==> config.mk <==
export PLATFORM = sky130hd
export DESIGN_NAME = ssn_reader
export DESIGN_NICKNAME = d
export VERILOG_FILES = /design/src/rtl/ssn_pkg.sv /design/src/rtl/ssn_hold_timer.sv /design/src/rtl/ssn_pending.sv /design/src/rtl/ssn_front.sv /design/src/rtl/ssn_reader.sv
export SDC_FILE = /design/constraint.sdc
export NUM_CORES = 1
export LEC_CHECK = 0
export ABC_AREA = 1
export BUFFER_PORTS_ARGS = -buffer_cell sky130_fd_sc_hd__clkbuf_2
export CORE_MARGIN = 4
export CORE_UTILIZATION = 38
export DETAILED_ROUTE_END_ITERATION = 16
export SYNTH_ARGS = -nofsm -noshare
export SYNTH_HDL_FRONTEND = slang
export SYNTH_SLANG_ARGS = --single-unit
==> constraint.sdc <==
create_clock -name clk -period 1.91 [get_ports clk]
set_input_delay 0.191 -clock clk [delete_from_list [all_inputs] [get_ports clk]]
set_output_delay 0.191 -clock clk [all_outputs]
set_load 0.03 [all_outputs]
==> src/rtl/ssn_pkg.sv <==
package ssn_pkg;
  localparam int NIB_W = 8;
  typedef logic [NIB_W-1:0] nib_t;

  // append one bit at the low end, dropping it when it is a leading zero
  function automatic nib_t shift_keep(input nib_t cur, input logic b);
    if (cur == '0 && !b) return '0;
    return {cur[NIB_W-2:0], b};
  endfunction

  function automatic logic is_full(input nib_t cur);
    return cur[NIB_W-1];
  endfunction
endpackage

==> src/rtl/ssn_hold_timer.sv <==
module ssn_hold_timer #(
  parameter int HOLD_CLKS = 16
) (
  input  logic clk,
  input  logic rst,
  input  logic seq_en,
  input  logic load,
  output logic active,
  output logic release_o
);
  localparam int CW = $clog2(HOLD_CLKS + 1);
  localparam logic [CW-1:0] HOLD_VAL = CW'(HOLD_CLKS);

  logic [CW-1:0] cnt_q;

  assign active    = (cnt_q != '0);
  assign release_o = seq_en && (cnt_q == CW'(1));

  always_ff @(posedge clk) begin
    if (rst)                  cnt_q <= '0;
    else if (load)            cnt_q <= HOLD_VAL;
    else if (seq_en && active) cnt_q <= cnt_q - CW'(1);
  end

  assert_hold_load_R5: assert property (@(posedge clk) disable iff (rst)
    load |=> (cnt_q == HOLD_VAL));

  assert_hold_gated_R9: assert property (@(posedge clk) disable iff (rst)
    (!seq_en && !load) |=> $stable(cnt_q));
endmodule

==> src/rtl/ssn_pending.sv <==
module ssn_pending
  import ssn_pkg::*;
(
  input  logic clk,
  input  logic rst,
  input  logic capture,
  input  logic bit_in,
  input  logic clear,
  output nib_t acc_next
);
  nib_t acc_q;
  logic take;

  assign take     = capture && !is_full(acc_q);
  assign acc_next = take ? shift_keep(acc_q, bit_in) : acc_q;

  always_ff @(posedge clk) begin
    if (rst || clear) acc_q <= '0;
    else if (take)    acc_q <= acc_next;
  end

  assert_pend_drop_R6: assert property (@(posedge clk) disable iff (rst)
    (capture && !bit_in && acc_q == '0 && !clear) |=> (acc_q == '0));
endmodule

==> src/rtl/ssn_front.sv <==
module ssn_front
  import ssn_pkg::*;
(
  input  logic clk,
  input  logic rst,
  input  logic shift_en,
  input  logic bit_in,
  input  logic reload,
  input  nib_t reload_val,
  output nib_t data_q,
  output logic fills
);
  nib_t shifted;

  assign shifted = shift_keep(data_q, bit_in);
  assign fills   = shift_en && is_full(shifted);

  always_ff @(posedge clk) begin
    if (rst)           data_q <= '0;
    else if (shift_en) data_q <= shifted;
    else if (reload)   data_q <= reload_val;
  end

  assert_zero_drop_R3: assert property (@(posedge clk) disable iff (rst)
    (shift_en && !bit_in && data_q == '0) |=> (data_q == '0));
endmodule

==> src/rtl/ssn_reader.sv <==
module ssn_reader
  import ssn_pkg::*;
#(
  parameter int HOLD_CLKS = 16
) (
  input  logic       clk,
  input  logic       rst,
  input  logic       seq_en,
  input  logic       bit_stb,
  input  logic       bit_in,
  output logic [7:0] nib_data,
  output logic       nib_strobe,
  output logic       nib_valid
);
  logic samp, hold_active, hold_release, front_shift, pend_cap;
  logic front_fills, load, strobe_q;
  nib_t data_q, pend_next;

  assign samp        = seq_en && bit_stb;
  assign front_shift = samp && !hold_active;
  assign pend_cap    = samp && hold_active;
  assign load        = front_fills || (hold_release && is_full(pend_next));

  ssn_hold_timer #(.HOLD_CLKS(HOLD_CLKS)) u_timer (
    .clk(clk), .rst(rst), .seq_en(seq_en), .load(load),
    .active(hold_active), .release_o(hold_release)
  );

  ssn_pending u_pend (
    .clk(clk), .rst(rst), .capture(pend_cap), .bit_in(bit_in),
    .clear(hold_release), .acc_next(pend_next)
  );

  ssn_front u_front (
    .clk(clk), .rst(rst), .shift_en(front_shift), .bit_in(bit_in),
    .reload(hold_release), .reload_val(pend_next),
    .data_q(data_q), .fills(front_fills)
  );

  always_ff @(posedge clk) begin
    if (rst) strobe_q <= 1'b0;
    else     strobe_q <= load;
  end

  assign nib_data   = data_q;
  assign nib_strobe = strobe_q;
  assign nib_valid  = hold_active;

  assert_reset_R1: assert property (@(posedge clk)
    rst |=> (nib_data == 8'h00 && !nib_valid && !nib_strobe));

  assert_idle_R2: assert property (@(posedge clk) disable iff (rst)
    (!samp && !hold_release) |=> $stable(nib_data));

  assert_strobe_full_R4: assert property (@(posedge clk) disable iff (rst)
    nib_strobe |-> (nib_valid && nib_data[7]));

  assert_valid_msb_R4: assert property (@(posedge clk) disable iff (rst)
    nib_valid == nib_data[7]);

  assert_hold_freeze_R5: assert property (@(posedge clk) disable iff (rst)
    (hold_active && !hold_release) |=> $stable(nib_data));
endmodule

-- Yosys cells after proc, flatten, opt, wreduce, memory -nomap -nowiden
Index checks and enable logic that the tools add are counted.
- $add $sub $neg: 1
- $mul: 0
- div/mod/pow operators: 0
- magnitude comparators: 0
- equal/unequal tests: 1
- shift-type cells: 0
- muxes and demuxes: 11
- bitwise operators: 0
- reduce and logical (&&, ||, !) cells: 21
- operators by type and width (cell ; number):
    8-bit two-way mux ; 7
    8-bit logical NOT ; 2
    1-bit logical AND ; 10
    5-bit two-way mux ; 2
    5-bit by 1-bit equality test with 1-bit output, second input constant ; 1
    5-bit nonzero test ; 1
    5-bit by 1-bit subtractor with 5-bit output, second input constant ; 1
    2-bit nonzero test ; 2
    1-bit logical NOT ; 3
    1-bit logical OR ; 2
    1-bit two-way mux ; 2
    2-bit OR reduction ; 1
- register bits: 22
- latch bits: 0
- bits in writable memories: 0
- ROM bits: 0
- bits of input ports: 5
- output and inout bits: 10
- logic and storage cells: 39
- memories kept: 0

-- Logic depth before layout (Yosys ltp)
Gate-level depths: netlist of the first run.
- depth after elaboration: 8
- depth in mapped cells: 10

-- Hierarchy
From an unflattened synthesis of the first run, not the netlist that was laid out.
- cell total of the unflattened synthesis: 170
- area total of the unflattened synthesis: 1119.8 sq um
- by module, submodules not included (module ; instances ; cells an instance ; area each (sq um) ; seq. area each (sq um)):
    ssn_front ; 1 ; 68 ; 420.4 ; 160.2
    ssn_pending ; 1 ; 53 ; 357.8 ; 160.2
    ssn_hold_timer ; 1 ; 40 ; 286.5 ; 100.1
    ssn_reader ; 1 ; 9 ; 55.1 ; 20.0

-- Least setup slack after synthesis of the first run
OpenSTA, ideal clock, no wires.
- path type: flip-flop to flip-flop
- from: reg u_timer.cnt_q[0]
- to: reg u_timer.cnt_q[4]
- library setup time: 0.114 ns
- data arrival time: 1.375 ns
- slack: 0.421 ns
- stages on the path, launching flop included: 11
- path through: dfxtp_1 -> inv_1 -> ha_1 -> nand3_2 -> buf_6 -> nand3_2 -> nand2_2 -> nand2_2 -> nand2_1 -> nand2_1 -> nand2_1
- longest elaborated chain between the ends: 7
- ends and longest elaborated chain (element ; RTL line ; text):
    start: declaration ; ssn_hold_timer.sv:14 ; logic [CW-1:0] cnt_q;
    start signal: assignment ; ssn_hold_timer.sv:22 ; else if (seq_en && active) cnt_q <= cnt_q - CW'(1);
    5-bit nonzero test * ; ssn_hold_timer.sv:16 ; assign active = (cnt_q != '0);
    named net nib_valid ; ssn_reader.sv:13 ; output logic nib_valid
    1-bit logical AND ; ssn_reader.sv:21 ; assign pend_cap = samp && hold_active;
    1-bit logical AND ; ssn_pending.sv:14 ; assign take = capture && !is_full(acc_q);
    8-bit two-way mux ; ssn_pending.sv:15 ; assign acc_next = take ? shift_keep(acc_q, bit_in) : acc_q;
    1-bit logical AND ; ssn_reader.sv:22 ; assign load = front_fills || (hold_release && is_full(pend_next));
    1-bit logical OR ; ssn_reader.sv:22 ;
    5-bit two-way mux / 2-bit nonzero test (equally long branches) ; n/a ;
Mark *: on every way through the listed nets, which the timed path passes. The rest lies on a longest branch. The select of a mux whose other input is x is not followed.
A chain may end at the register's enable or synchronous reset.

-- Worst setup path after layout of the first run
- from: reg u_timer.cnt_q[0]
- to: out nib_valid
- longest elaborated chain between the ends: 1
- ends and longest elaborated chain (element ; RTL line):
    5-bit nonzero test ; ssn_hold_timer.sv:16
    end: declaration ; ssn_reader.sv:13
Every way passes these cells.

==> metrics.txt, run 1 <==
gr usage total 13.1%; power density cells 1590 nW/µm²; die width 64.0 µm; Vias per Instance 4.47; Peak VDD IR 0.000618 V; r2r setup slk 0.29 ns; clk sinks 22; CTS HTree Levels 1; Hold Buf Count CTS 0; Die H 64.0 µm; routed len/inst 10.7 µm; Final period util 93.2%; Post-CTS Setup Inserts 0; worst slew pin tran 0.315 ns; synthesized area 1190 µm²; Tot Pwr 2.13 mW; Crit. path cell count 4; Reg2Reg Depth 7; vias 987; proportion of layout cells with a drive suffix above 1 24.9%; Finished Layout Cells 221; CP startpoint kind flip-flop; commonest cells after routing, fill and taps aside 33 x nand2_1, 26 x nor2_1, 22 x dfxtp_1; Fmax 562 MHz; maxcap violations 0; CP delay by family, top buffers and inverters; Critical Path End Type primary output; largest net degree at the start of global routing 14; critical path's slowest cell ha_1; Cell Chain, Critical Path inv_1 > ha_1 > nand3_4 > clkbuf_2; r2r startpoint u_timer.cnt_q[0]; post-synth net total 168; die area 4100 µm²; RSZ-0062 raised after global routing false; Starting Density 39.4%; first-pass GRT wire length 4.20 mm; Reg2Reg Capture Point u_front.data_q[2]; Pint 1.08 mW; clk_lat worst skew 0.31 ns; Max-slew headroom 79.0%; initial antenna violation count 0; fill count 327; Worst Clk Skew 0.00332 ns; core area 3030 µm²; Max Fanout on Critical Path 11; hpwl dp 1.79 mm; combinational share of power 56.6%; clk root buf clkbuf_4; Post-Synthesis Cells 161; buffers added on ports 14; min-delay worst type input port to flip-flop; Routed Antenna Nets 0; Yosys Warn Count 0; Critical Path End nib_valid; count of cell types in the netlist 23; Synth-to-Final Area Change 12.3%; final WL 2.36 mm; multi-input logic area 643 µm²; status complete, no violations; number of global-route vias before repair 906; Sw Ratio 49.3%; I/O pins 15; CP bufs+invs 2; Fin Setup TNS 0 ns; Setup crit start u_timer.cnt_q[0]; Final Slew Violations 0; Final Hold Viols 0; DRC 0; clk slew on worst S/H paths 0.12 ns; Register Area 440 µm²; Cells after DPL 217; Setup CP Type flip-flop to primary output; Seq cells post-synth 22; Ant. Diodes 0; Congestion Overflow GR 0; Seq pwr share 31.2%; DRT iter0 DRCs 25; # setup viols final 0; sequential area share after synthesis 36.9%; CP arrival 1.59 ns; CTS Buf Count 3; row count 20; P_sw 1.05 mW; commonest non-fill, non-tap cell in the layout nand2_1; Tmin final 1.78 ns; Clk network pwr share 12.2%; DR pass1 iterations 4; CTS tree built; Worst path max stage delay 0.34 ns; leakage 0.665 nW; Syn Area/Cell 7.41 µm²; maximum root-to-sink buffer count 2; Worst EP required 1.72 ns; fin nets 185; final weighted congestion in routability-driven placement 0.869
## cell type report
cell class,instances,area share (%)
tap,44,4.11
inverter,25,7.01
multi-input combinational,112,48.0
clock buffer,4,2.71
timing repair buffer,14,5.23
sequential,22,32.9
## routing by layer
| layer | GRT usage, % | wire (µm) | vias up |
|---|---|---|---|
| li1 | - | - | 525 |
| met1 | 18.4 | 1260 | 445 |
| met2 | 19.7 | 1020 | 15 |
| met3 | 3.16 | 64 | 2 |
| met4 | 4.04 | 18 | 0 |
| met5 | 0 | 0 | - |
## how the worst min path moves through the flow
stage / start / endpoint / slack (ns) / cells past startpoint
2_1_floorplan: rst / u_front.data_q[0] / 0.26 / 1
3_3_place_gp: rst / u_front.data_q[0] / 0.45 / 2
3_5_place_dp: rst / u_front.data_q[0] / 0.46 / 2
4_1_cts: rst / u_front.data_q[3] / 0.12 / 2
5_1_grt: rst / u_front.data_q[3] / 0.11 / 2
6_report: rst / u_front.data_q[7] / 0.12 / 2
## worst reg2reg max path, stage by stage, from the launching register on
cell and delay [ns]:
dfxtp_1 0.33, inv_1 0.13, ha_1 0.34, nand4_4 0.27
nand2_1 0.25, inv_2 0.07, nor2_1 0.09, a21oi_1 0.06
## cells by family (layout without fill, tap and decap cells)
logic type               count (synthesis)  count (layout)  synth area share, %
buffers and inverters                   27              43                 9.76
adder cells (fa/ha/maj)                  2               2                 2.10
flip-flops                              22              22                 36.9
XOR/XNOR                                 3               3                 2.83
AO/OA/AOI/OAI                           11              11                 4.62
AND/OR/NAND/NOR                         96              96                 43.8
## synthesized netlist by cell type
master / number / area, µm²
nand3_2: 2 / 20.0
inv_1: 21 / 78.8
xnor2_1: 2 / 17.5
nor2_4: 1 / 11.3
nand3_1: 15 / 75.1
inv_2: 4 / 15.0
nand3_4: 1 / 17.5
xor2_2: 1 / 16.3
nand2_4: 3 / 33.8
nor2_8: 2 / 40.0
o21ai_1: 3 / 15.0
o21ai_0: 4 / 20.0
ha_1: 2 / 25.0
nor2_1: 26 / 97.6
nand2_1: 33 / 124
buf_6: 2 / 22.5
dfxtp_1: 22 / 440
nand4_4: 1 / 21.3
nor2_2: 7 / 43.8
a21oi_1: 4 / 20.0
and3_1: 1 / 6.26
nand4_2: 1 / 12.5
nand2_2: 3 / 18.8
## metrics by stage
stage / hold WS, ns / instance area, µm² / worst slack (ns) / util (%)
after CTS: 0.117 / 1340 / 0.102 / 44.2
after floorplan: 0.263 / 1190 / 0.421 / -
after detailed placement: 0.456 / 1290 / 0.157 / 42.8
after global routing: 0.109 / 1340 / 0.0267 / 44.2
final: 0.117 / 1340 / 0.130 / 44.2
after global placement: 0.452 / 1290 / 0.221 / 42.8
## power by group through the flow
stage	Combinational (mW)	Sequential [mW]	Clock, mW
global route	1.36	0.678	0.287
floorplan	0.944	0.750	0
detailed placement	1.19	0.675	0
global placement	1.18	0.673	0
CTS	1.22	0.664	0.270
finish	1.20	0.665	0.259
## registers in the layout, summed over array words and instances, names as in the netlist
register        cells
u_pend.acc_q        8
nib_strobe          1
u_front.data_q      8
u_timer.cnt_q       5
## timing repair
action                                 in CTS  in global routing
setup endpoints to repair                   1                  0
resized for setup                           1                  0
endpoints found under the hold margin       0                  0
(Power assumes the default switching activity.)
==> run 2: changes to the inputs <==
--- a/config.mk
+++ b/config.mk
@@ -12,4 +12,5 @@
 export DETAILED_ROUTE_END_ITERATION = 16
 export SYNTH_ARGS = -nofsm -noshare
 export SYNTH_HDL_FRONTEND = slang
+export SYNTH_HIERARCHICAL = 1
 export SYNTH_SLANG_ARGS = --single-unit
==> metrics.txt, run 2 <==
status complete, no violations (unchanged); Pint 0.973 mW (was 1.08 mW); Final Hold Viols 0 (unchanged); clk_lat worst skew 0.30 ns (was 0.31 ns); prevailing post-synth register cell dfxtp_1 (unchanged); Tot Pwr 1.82 mW (was 2.13 mW); Worst Clk Skew 0.00351 ns (was 0.00332 ns); DR pass1 iterations 4 (unchanged); proportion of layout cells with a drive suffix above 1 18.9% (was 24.9%); combinational share of power 51.9% (was 56.6%); Routed Antenna Nets 0 (unchanged); Finished Layout Cells 221 (unchanged); CTS HTree Levels 1 (unchanged); initial antenna violation count 0 (unchanged); Die H 62.3 µm (was 64.0 µm); synthesized area 1120 µm² (was 1190 µm²); first-pass GRT wire length 3.93 mm (was 4.20 mm); routed len/inst 10.2 µm (was 10.7 µm); worst setup margin 0.171 ns (was 0.130 ns); hold path depth 2 (unchanged); Starting Density 40.3% (was 39.4%); core area 2780 µm² (was 3030 µm²); CTS Buf Count 3 (unchanged); Vias per Instance 4.62 (was 4.47); Critical Path End Type flip-flop (was primary output); post-synth net total 177 (was 168); Cells after DPL 217 (unchanged); Peak VDD IR 0.000870 V (was 0.000618 V); Async S/R FF share, synth 0% (unchanged); Fmax 575 MHz (was 562 MHz); r2r startpoint u_timer/cnt_q[0] (was u_timer.cnt_q[0]); gr usage total 12.2% (was 13.1%); r2r setup slk 0.17 ns (was 0.29 ns); die area 3880 µm² (was 4100 µm²); Max Fanout on Critical Path 8 (was 11); largest cells by area after synthesis dfxtp_1 39%, nand2_1 16%, inv_1 9.4% (was dfxtp_1 37%, nand2_1 10%, nor2_1 8.2%); pre-CTS setup slack 0.178 ns (was 0.157 ns); fin nets 199 (was 185); post-synth top area share 39.3% (was 36.9%); Ant. Diodes 0 (unchanged); Yosys Warn Count 6 (was 0); Tmin final 1.74 ns (was 1.78 ns); die width 62.3 µm (was 64.0 µm); Reg2Reg Capture Point u_front/data_q[5] (was u_front.data_q[2]); most common cell in the netlist nand2_1 (unchanged); Post-Synthesis Cells 170 (was 161); hpwl dp 1.75 mm (was 1.79 mm); Final period util 91.1% (was 93.2%); buffers added on ports 14 (unchanged); DRT iter0 DRCs 21 (was 25); sequential area share after synthesis 39.3% (was 36.9%); largest registers u_front/data_q x8, u_pend/acc_q x8, u_timer/cnt_q x5 (was u_front.data_q x8, u_pend.acc_q x8, u_timer.cnt_q x5); endpoint of the worst hold path nib_strobe (was u_front.data_q[7]); Final Slew Violations 0 (unchanged); CP startpoint kind flip-flop (unchanged); row count 19 (was 20); CTS tree built (unchanged); most frequent cells after synthesis 48 x nand2_1, 28 x inv_1, 27 x nor2_1 (was 33 x nand2_1, 26 x nor2_1, 22 x dfxtp_1); largest net degree at the start of global routing 12 (was 14); clk slew on worst S/H paths 0.11 ns (was 0.12 ns); commonest non-fill, non-tap cell in the layout nand2_1 (unchanged); maxcap violations 0 (unchanged); Syn Area/Cell 6.59 µm² (was 7.41 µm²); P_sw 0.848 mW (was 1.05 mW); commonest cells after routing, fill and taps aside 48 x nand2_1, 28 x inv_1, 25 x nor2_1 (was 33 x nand2_1, 26 x nor2_1, 22 x dfxtp_1); final weighted congestion in routability-driven placement 0.781 (was 0.869); Congestion Overflow GR 0 (unchanged); Seq cells post-synth 22 (unchanged); clk sinks 22 (unchanged); Sw Ratio 46.6% (was 49.3%); maximum root-to-sink buffer count 2 (unchanged); clk root buf clkbuf_4 (unchanged); Setup CP Type flip-flop to flip-flop (was flip-flop to primary output); worst slew pin tran 0.237 ns (was 0.315 ns); leakage 0.707 nW (was 0.665 nW); I/O pins 15 (unchanged); number of global-route vias before repair 924 (was 906); DRC 0 (unchanged); vias 1,021 (was 987); min-delay worst type input port to flip-flop (unchanged); Clk network pwr share 11.5% (was 12.2%); Synth-to-Final Area Change 13.6% (was 12.3%); power density cells 1430 nW/µm² (was 1590 nW/µm²); Seq pwr share 36.6% (was 31.2%); Max-slew headroom 84.0% (was 79.0%); number of flops mapped to enable cells by yosys 0 (unchanged); Reg2Reg Depth 13 (was 7); min-delay src rst (unchanged); Yosys top cell by area dfxtp_1 (unchanged); CP arrival 2.00 ns (was 1.59 ns); # setup viols final 0 (unchanged); final WL 2.26 mm (was 2.36 mm); Worst EP required 2.17 ns (was 1.72 ns); count of cell types in the netlist 22 (was 23)
## run 2: logic make-up (layout without fill, tap and decap cells)
| group | count (synthesis) | count (layout) | share of synthesized area (%) |
|---|---|---|---|
| xor gates and xnor gates | 1 | 1 | 0.782 |
| and+or+nand+nor | 98 | 98 | 37.7 |
| AOI/OAI and AO/OA | 14 | 14 | 7.15 |
| DFF | 22 | 22 | 39.3 |
| adders and majority gates | 2 | 2 | 2.23 |
| buffers and inverters | 33 | 53 | 12.8 |
## run 2: layout make-up
class,count,area (µm²)
Clock buffer,3,22.5
Fill cell,317,1510
Inverter,31,121
Multi-Input combinational cell,115,541
Sequential cell,22,442
Tap cell,31,38.8
Timing Repair Buffer,19,108
## run 2: repair_timing
| action | in CTS | in global routing |
|---|---|---|
| hold endpoints to repair | 0 | 0 |
| hold buffers | 0 | 0 |
| gates resized for setup | 0 | 3 |
| endpoints found under the setup margin | 0 | 7 |
| buffers inserted | 0 | 1 |
## run 2: per-stage QoR
stage	hold slack [ns]	TNS (ns)	util, %	instance area (µm²)
floorplan	0.253	0	-	1120
global placement	0.451	0	44.4	1240
detailed placement	0.449	0	44.4	1240
CTS	0.107	0	45.3	1260
global route	0.113	-0.0561	45.7	1270
finish	0.129	0	45.7	1270
## run 2: worst max path at each step
stage,start,end,cells after the start
final,u_timer/cnt_q[0],u_front/data_q[5],13
after global routing,u_timer/cnt_q[0],u_front/data_q[2],13
after CTS,u_timer/cnt_q[0],u_front/data_q[2],13
after detailed placement,u_timer/cnt_q[0],u_front/data_q[2],13
after global placement,u_timer/cnt_q[0],u_front/data_q[2],13
after floorplan,u_timer/cnt_q[0],u_timer/cnt_q[2],12
## run 2: per-layer routing
| metal | global-route usage, % | vias up | part of all wire [%] |
|---|---|---|---|
| li1 | - | 558 | - |
| met1 | 16.7 | 451 | 52 |
| met2 | 18.3 | 10 | 44 |
| met3 | 1.98 | 2 | 2.8 |
| met4 | 6.37 | 0 | 0.84 |
| met5 | 0 | - | 0 |
## run 2: worst max-delay path, stage by stage (launching register included)
cell      delay (ns)
dfxtp_2         0.37
inv_1           0.07
ha_1            0.24
nand3b_2        0.11
inv_1           0.05
nor2_2          0.12
buf_4           0.17
buf_4           0.11
nand3_1         0.09
nand2_1         0.11
nand3_1         0.08
nand3_1         0.08
nand2_1         0.05
inv_1           0.05
## run 2: power groups by stage
stage / clock network, mW / registers (mW) / logic (mW)
after floorplan: 0 / 0.776 / 0.590
after global placement: 0 / 0.668 / 0.921
after detailed placement: 0 / 0.674 / 0.929
after CTS: 0.221 / 0.663 / 0.933
after global routing: 0.242 / 0.683 / 1.06
final: 0.209 / 0.667 / 0.946
